[src/rtl/sysreg_pkg.sv]
package sysreg_pkg;
  localparam int NUM_W  = 5;
  localparam int NSLOT  = 11;
  localparam int SLOT_W = $clog2(NSLOT);

  typedef enum logic [NUM_W-1:0] {
    N_IPC   = 5'd0,
    N_IPSW  = 5'd1,
    N_NPC   = 5'd2,
    N_NPSW  = 5'd3,
    N_CAUSE = 5'd4,
    N_PSW   = 5'd5,
    N_TPC   = 5'd16,
    N_TPSW  = 5'd17,
    N_DPC   = 5'd18,
    N_DPSW  = 5'd19,
    N_TBASE = 5'd20
  } sr_num_e;

  // storage slot indices
  localparam logic [SLOT_W-1:0] S_IPC   = 4'd0;
  localparam logic [SLOT_W-1:0] S_IPSW  = 4'd1;
  localparam logic [SLOT_W-1:0] S_NPC   = 4'd2;
  localparam logic [SLOT_W-1:0] S_NPSW  = 4'd3;
  localparam logic [SLOT_W-1:0] S_CAUSE = 4'd4;
  localparam logic [SLOT_W-1:0] S_PSW   = 4'd5;
  localparam logic [SLOT_W-1:0] S_TPC   = 4'd6;
  localparam logic [SLOT_W-1:0] S_TPSW  = 4'd7;
  localparam logic [SLOT_W-1:0] S_DPC   = 4'd8;
  localparam logic [SLOT_W-1:0] S_DPSW  = 4'd9;
  localparam logic [SLOT_W-1:0] S_TBASE = 4'd10;
endpackage

[src/rtl/sysreg_decode.sv]
module sysreg_decode
  import sysreg_pkg::*;
(
  input  logic [NUM_W-1:0]  num_i,
  input  logic              dbg_active_i,
  output logic [SLOT_W-1:0] slot_o,
  output logic              present_o,
  output logic              visible_o
);
  logic dbg_only;

  always_comb begin
    slot_o    = S_IPC;
    present_o = 1'b1;
    dbg_only  = 1'b0;
    case (sr_num_e'(num_i))
      N_IPC:   slot_o = S_IPC;
      N_IPSW:  slot_o = S_IPSW;
      N_NPC:   slot_o = S_NPC;
      N_NPSW:  slot_o = S_NPSW;
      N_CAUSE: slot_o = S_CAUSE;
      N_PSW:   slot_o = S_PSW;
      N_TPC:   slot_o = S_TPC;
      N_TPSW:  slot_o = S_TPSW;
      N_DPC:   begin slot_o = S_DPC;  dbg_only = 1'b1; end
      N_DPSW:  begin slot_o = S_DPSW; dbg_only = 1'b1; end
      N_TBASE: slot_o = S_TBASE;
      default: present_o = 1'b0;
    endcase
    visible_o = present_o && (!dbg_only || dbg_active_i);
  end
endmodule

[src/rtl/sysreg_file.sv]
module sysreg_file
  import sysreg_pkg::*;
#(
  parameter int                XLEN    = 32,
  parameter logic [XLEN-1:0]   PSW_RST = 32'h0000_0020
) (
  input  logic              clk_i,
  input  logic              rst_ni,
  input  logic              sw_we_i,
  input  logic [SLOT_W-1:0] sw_slot_i,
  input  logic [XLEN-1:0]   sw_d_i,
  input  logic [NSLOT-1:0]  hw_we_i,
  input  logic [XLEN-1:0]   hw_d_i [NSLOT],
  output logic [XLEN-1:0]   q_o    [NSLOT]
);
  for (genvar g = 0; g < NSLOT; g++) begin : g_slot
    localparam logic [XLEN-1:0] RST_V = (g == int'(S_PSW)) ? PSW_RST : '0;
    always_ff @(posedge clk_i or negedge rst_ni) begin
      if (!rst_ni)                                       q_o[g] <= RST_V;
      else if (hw_we_i[g])                               q_o[g] <= hw_d_i[g];
      else if (sw_we_i && (sw_slot_i == SLOT_W'(g)))     q_o[g] <= sw_d_i;
    end
  end
endmodule

[src/rtl/sysreg_bank.sv]
module sysreg_bank
  import sysreg_pkg::*;
#(
  parameter int              XLEN    = 32,
  parameter logic [XLEN-1:0] PSW_RST = 32'h0000_0020
) (
  input  logic               clk_i,
  input  logic               rst_ni,
  input  logic               wr_en_i,
  input  logic [NUM_W-1:0]   wr_num_i,
  input  logic [XLEN-1:0]    wr_data_i,
  input  logic               rd_en_i,
  input  logic [NUM_W-1:0]   rd_num_i,
  output logic [XLEN-1:0]    rd_data_o,
  output logic               rd_illegal_o,
  input  logic               dbg_active_i,
  input  logic               irq_save_i,
  input  logic               nmi_save_i,
  input  logic [XLEN-1:0]    cur_pc_i,
  input  logic [XLEN-1:0]    cur_psw_i,
  input  logic [XLEN/2-1:0]  cause_code_i,
  output logic [XLEN-1:0]    irq_ret_pc_o,
  output logic [XLEN-1:0]    nmi_ret_pc_o,
  output logic [XLEN-1:0]    tcall_ret_pc_o
);
  localparam int HALF = XLEN / 2;
  localparam logic [XLEN-1:0] EVEN_MASK = ~XLEN'(1);

  logic [SLOT_W-1:0] w_slot, r_slot;
  logic              w_present, w_vis, r_present, r_vis;
  logic              sw_we;
  logic [NSLOT-1:0]  hw_we;
  logic [XLEN-1:0]   hw_d [NSLOT];
  logic [XLEN-1:0]   q    [NSLOT];

  sysreg_decode u_wdec (
    .num_i(wr_num_i), .dbg_active_i(dbg_active_i),
    .slot_o(w_slot), .present_o(w_present), .visible_o(w_vis)
  );

  sysreg_decode u_rdec (
    .num_i(rd_num_i), .dbg_active_i(dbg_active_i),
    .slot_o(r_slot), .present_o(r_present), .visible_o(r_vis)
  );

  // cause register is read-only to software
  assign sw_we = wr_en_i && w_present && w_vis && (w_slot != S_CAUSE);

  always_comb begin
    hw_we = '0;
    for (int i = 0; i < NSLOT; i++) hw_d[i] = '0;
    if (irq_save_i) begin
      hw_we[S_IPC]  = 1'b1;  hw_d[S_IPC]  = cur_pc_i;
      hw_we[S_IPSW] = 1'b1;  hw_d[S_IPSW] = cur_psw_i;
    end
    if (nmi_save_i) begin
      hw_we[S_NPC]  = 1'b1;  hw_d[S_NPC]  = cur_pc_i;
      hw_we[S_NPSW] = 1'b1;  hw_d[S_NPSW] = cur_psw_i;
    end
    // each strobe owns one half of the cause word
    hw_we[S_CAUSE] = irq_save_i | nmi_save_i;
    hw_d[S_CAUSE]  = {nmi_save_i ? cause_code_i : q[S_CAUSE][XLEN-1:HALF],
                      irq_save_i ? cause_code_i : q[S_CAUSE][HALF-1:0]};
  end

  sysreg_file #(.XLEN(XLEN), .PSW_RST(PSW_RST)) u_file (
    .clk_i(clk_i), .rst_ni(rst_ni),
    .sw_we_i(sw_we), .sw_slot_i(w_slot), .sw_d_i(wr_data_i),
    .hw_we_i(hw_we), .hw_d_i(hw_d), .q_o(q)
  );

  assign rd_data_o      = (r_present && r_vis) ? q[r_slot] : '0;
  assign rd_illegal_o   = rd_en_i && !r_present;
  assign irq_ret_pc_o   = q[S_IPC] & EVEN_MASK;
  assign nmi_ret_pc_o   = q[S_NPC] & EVEN_MASK;
  assign tcall_ret_pc_o = q[S_TPC] & EVEN_MASK;
endmodule

[config.mk]
export PLATFORM = sky130hd
export DESIGN_NAME = sysreg_bank
export DESIGN_NICKNAME = d
export VERILOG_FILES = /design/src/rtl/sysreg_pkg.sv /design/src/rtl/sysreg_decode.sv /design/src/rtl/sysreg_file.sv /design/src/rtl/sysreg_bank.sv
export SDC_FILE = /design/constraint.sdc
export NUM_CORES = 1
export LEC_CHECK = 0
export ABC_AREA = 1
export BUFFER_PORTS_ARGS = -buffer_cell sky130_fd_sc_hd__buf_2
export CAP_MARGIN = 0
export CORE_MARGIN = 10
export CORE_UTILIZATION = 38
export CTS_CLUSTER_SIZE = 25
export DETAILED_ROUTE_END_ITERATION = 6
export PLACE_DENSITY = 0.65
export SYNTH_ARGS = -nofsm -noshare
export SYNTH_HDL_FRONTEND = slang
export SYNTH_SLANG_ARGS = --single-unit
[constraint.sdc]
create_clock -name clk_i -period 3.1 [get_ports clk_i]
set_input_delay 0.775 -clock clk_i [delete_from_list [all_inputs] [get_ports clk_i]]
set_output_delay 0.775 -clock clk_i [all_outputs]
set_load 0.05 [all_outputs]
* After elaboration in Yosys (flattened, before gate mapping)
Index checks and enable logic that the tools add are counted.
W data, S select, Z words.
** Storage, ports and cells
- Bits of input ports :: 129
- Flip-flop bits (word level) :: 352
- Output and inout port bits :: 129
** Cells by class
- Muxes and demuxes :: 26
- Bitwise logic cells :: 2
- Reductions and logical operators :: 37
- Magnitude comparators :: 1
- Equality and inequality tests :: 33
** Operator list (count)
- $mux W32 :: 13
- $bmux W32 S4 :: 1
- $mux W64 :: 2
- $pmux W4 S10 :: 2
- $eq A5 B5 Y1 const B :: 10
- $mux W16 :: 2
- $reduce_or A11 Y1 :: 2
- $eq A5 B2 Y1 const B :: 4
- $eq A5 B3 Y1 const B :: 4
- $logic_and A1 B1 Y1 :: 18
- $eq A4 B3 Y1 const B :: 4
- $eq A4 B4 Y1 const B :: 3
- $eq A5 B1 Y1 const B :: 2
- $logic_not A5 Y1 :: 2
- $reduce_bool A2 Y1 :: 5
- $eq A4 B2 Y1 const B :: 2
- $ge A5 B5 Y1 const B :: 1
- $not A4 Y5 :: 1
- $eq A4 B1 Y1 const B :: 1
- $logic_not A4 Y1 :: 1
- $mux W1 :: 4
- $mux W2 :: 2
- $ne A2 B2 Y1 const B :: 2
- $ne A4 B3 Y1 const B :: 1
- 5 further kinds :: 10

* Logic depth before layout (Yosys ltp)
- Depth after elaboration :: 11
- Gate-level depth with buffers :: 13

* Cells and area by module
A second synthesis with hierarchy kept.
** Unflattened totals
- Cell total of the unflattened synthesis :: 3793
- Area, all modules :: 23408.7 µm²
** By module, submodules not included
- sysreg_file :: times used 1, area an instance 17476.8 µm², cells an instance 2402, sequential area each 8809.7 µm²
- sysreg_bank :: times used 1, area an instance 5641.7 µm², cells an instance 1331, sequential area each 0.0 µm²
- sysreg_decode :: times used 2, area an instance 145.1 µm², cells an instance 30, sequential area each 0.0 µm²

* Worst setup path after synthesis
Ideal clock, no wire load.
- Path type :: input to output
- Start :: in rd_num_i[2]
- End :: out rd_data_o[30]
- Arrival :: 2.756 ns
- Required time :: 2.325 ns
- Stages on the path :: 9
- Setup slack :: -0.431 ns
- Path through :: nor2_1 > nand3b_1 > nand3_1 > buf_2 > buf_1 > nand3_1 > nand2_1 > nand2_1 > a21oi_1
** Between the ends
- Word-level cells in the longest chain between the ends :: 8
- Elaborated cells on any way between the ends :: 25
- Classes of those cells :: 10 x eq/ne; 7 x mux; 1 x bitwise; 7 x reduce/logical
** Ends and longest elaborated chain
- from (decl) :: RTL line sysreg_bank.sv:13 : input logic [NUM_W-1:0] rd_num_i,
- parallel branches: the longest is 7 deep, another holds $bmux W32 S4
- $mux W32 * :: RTL line sysreg_bank.sv:72 : assign rd_data_o = (r_present && r_vis) ? q[r_slot] : '0;
- to (decl) :: RTL line sysreg_bank.sv:14 : output logic [XLEN-1:0] rd_data_o,
Mark *: on every way between the ends. The select of a mux whose other input is x is not followed.

* Final worst setup path
- Start :: in rd_num_i[4]
- End :: out rd_data_o[14]
Same word-level chain as after synthesis.

==> key figures <==
Placement
  • Post-DP HPWL: 51400 um
  • Placed Cells: 3468
  • Placed Area: 0.0214 mm^2
  • Final GP Congestion: 0.906
  • Dpl ws: -0.393 ns
  • Buffers on Ports: 254

Detailed routing
  • Post-DR wirelength/cell: 21.7 um
  • Vias per cell: 5.45
  • Drt drc: 0
  • DRT Pass-1 Iters: 5
  • DRT antenna net count: 0
  • Routed wire length: 78200 um
  • Total number of vias: 19584
  • 1st-iter DRT viols: 2333

Finish
  • Final Util: 50.2%
  • Cell area after layout: 0.0246 mm^2
  • Largest registers: u_file.q_o x352
  • Non-filler cells, final: 3596
  • Area grow syn2layout: 30.2%
  • Most flops, register: u_file.q_o
  • Max reg flops: 352
  • Number of nets in the layout: 3026
  • Share of cells above drive strength 1: 22.2%

Clock tree
  • Root buf cell: clkbuf_16
  • CTS Sinks: 352
  • CTS tree: done
  • Clk slew on worst S/H paths: 0.06 ns
  • CTS Buf Count: 39
  • H-tree levels: 2
  • Post-CTS Hold Buffers: 0
  • Clock Tree Buf Depth: 3
  • Skew-Pair Late Insertion Delay: 0.54 ns

Worst setup path
  • CP Buf/Inv Count: 5
  • Terminus of the critical flop-to-flop path: u_file.q_o[342]
  • Crit-path leading delay family: simple AND/OR/NAND/NOR gates
  • CP max stage delay: 0.22 ns
  • Origin of the critical flop-to-flop path: u_file.q_o[342]
  • Crit Path Max Fanout: 9
  • Crit path arrival time: 2.51 ns
  • CP Launch Type: input pin
  • Crit end category: primary output
  • Worst R2R Setup Slack: 2.32 ns
  • Critical path's slowest cell: buf_12
  • Crit path kind: input pin to primary output
  • Worst-path cell chain: buf_2, buf_6, nand3b_1, nand3_4, buf_12, buf_8, nand3_1, nand2_2, nand2_2, nand3_2, nor2_4, buf_12
  • Crit path required time: 2.32 ns
  • R2R depth: 2

STA
  • Hold WS: 0.201 ns
  • Max Fclk: 304 MHz
  • Post-layout min period: 3.29 ns
  • Endpoints failing hold: 0
  • Max-slew violation count: 0
  • Fin Setup TNS: -3.87 ns
  • Fin crit share: 106%
  • PnR worst setup slack: -0.185 ns
  • Setup Viol. Count Final: 32
  • Relative slew slack: 36.4%
  • Worst Max-Slew Pin Slew: 0.954 ns
  • RSZ-0062 raised after global routing: true
  • Clock skew: 0 ns

Hold path
  • Worst min-delay path class: input pin to asynchronous set/reset pin

Status
  • Status: complete, but fails checks
  • Failing checks: negative setup slack

Pwr
  • Pwr Density: 570 mW/mm^2
  • VDD IR max: 0.319 mV
  • Tot Pwr: 14.0 mW
  • Leakage power: 12.8 nW

Synth
  • Synth area leader: dfrtp_1
  • Area contributors post-synth: dfrtp_1 46%, nand2_1 27%, nand3_1 9.0%
  • Share of the synthesized area in the top cell type: 46.4%
  • Gate Count Post-Synth: 2730
  • Synth warn: 0
  • Synthesized cell area: 0.0189 mm^2
  • Sequential area share after synthesis: 46.5%
  • Seq cells post-synth: 352
  • Distinct cells, synth: 24
  • Syn avg cell area: 6.93 um^2

Die
  • Core Box Area: 0.0491 mm^2
  • Chip width: 243 um
  • # IOs: 258
  • DIE AREA: 0.0591 mm^2
  • Initial core utilization: 38.6%
  • Site Rows: 81
  • Chip height: 243 um

Flow run
  • Max Cap Viol: 0

Global route
  • Remaining Overflow, GRT: 0
  • Vias in the first global route: 18353
  • All-Layer GR Usage: 25.3%
  • Initial antenna violation count: 19
  • Met1 Usage GRT: 35.2%
  • Most Crowded Layer GR: met2
  • Global-route met3 utilization: 7.98%
  • Largest net degree at the start of global routing: 82
  • First-pass GRT wire length: 117000 um
  • Met2 global-route usage: 36.8%
## worst register-to-register path: stages, from the launching register on
cell and delay (ns):
dfrtp_1 0.48, nand3_1 0.13, nand2_1 0.06
## area by class of cell
class                   count  area [um^2]
clock buffers              57         1170
inverters                  60          240
repair buffers            395         3920
fillers                  4692        24400
well taps                 664          831
diodes                     10         25.0
flip-flops and latches    352         8810
clock inverters             9          149
multi-input cells        2049         9510
## cells in the mapped netlist
library cell and number:
nand2_1 1383, dfrtp_1 351, nand3_1 342, o21ai_0 194, clkbuf_1 117, buf_4 96, nor2_1 80, inv_1 57
buf_2 49, a21oi_1 33, buf_1 9, nor2_2 3, inv_2 2, nand3b_1 2, nor4_1 2, o211ai_1 2
a21oi_4 1, clkinv_1 1, conb_1 1, dfstp_2 1, nand4_2 1, nor3b_1 1, o21a_1 1, o21ai_1 1
## worst max path at each step
stage | slack [ns] | to | depth (start not counted) | from
2_1_floorplan | -0.10 | rd_data_o[30] | 11 | rd_num_i[2]
3_3_place_gp | -0.33 | rd_data_o[10] | 14 | rd_num_i[1]
3_5_place_dp | -0.39 | rd_data_o[10] | 14 | rd_num_i[1]
4_1_cts | -0.14 | rd_data_o[6] | 14 | rd_num_i[3]
5_1_grt | -0.24 | rd_data_o[18] | 11 | rd_num_i[4]
6_report | -0.19 | rd_data_o[14] | 12 | rd_num_i[4]
## layout by cell type, fill, tap and decap left out, drive strengths merged
| cell | n |
|---|---|
| nand2 | 1383 |
| buf | 391 |
| dfrtp | 351 |
| nand3 | 342 |
| o21ai | 195 |
| nor2 | 83 |
| clkbuf | 61 |
| inv | 58 |
| a21oi | 34 |
| diode | 10 |
| clkinv | 7 |
| bufinv | 4 |
| conb | 3 |
| o211ai | 2 |
| nor4 | 2 |
| nand3b | 2 |
| nor3b | 1 |
| o21a | 1 |
| nand4 | 1 |
| dfstp | 1 |
## power breakdown
group	switching, mW	internal, mW	leakage [nW]
Sequential	0.438	5.16	4.54
Combinational	2.36	1.21	7.59
Clock	1.94	2.93	0.649
## logic make-up after synthesis
kind of cell	after synthesis	share of synthesized area (%)
AND/OR/NAND/NOR	1814	38.4
flip-flops	352	46.5
buffers and inverters	331	8.79
AO/OA/AOI/OAI	232	6.23
other	1	0.0198
## metal layers
layer	wire (um)	part of all wire, %
met1	32700	42
met3	9610	12
met4	2060	2.6
met5	133	0.17
met2	33600	43
## repair_timing
item	in CTS	in global routing
pin swaps	68	29
gates cloned	17	4
hold endpoints to repair	0	0
endpoints found under the setup margin	32	33
setup buffers	30	2
gates resized for setup	198	76
Power figures use the tool's default switching activity.
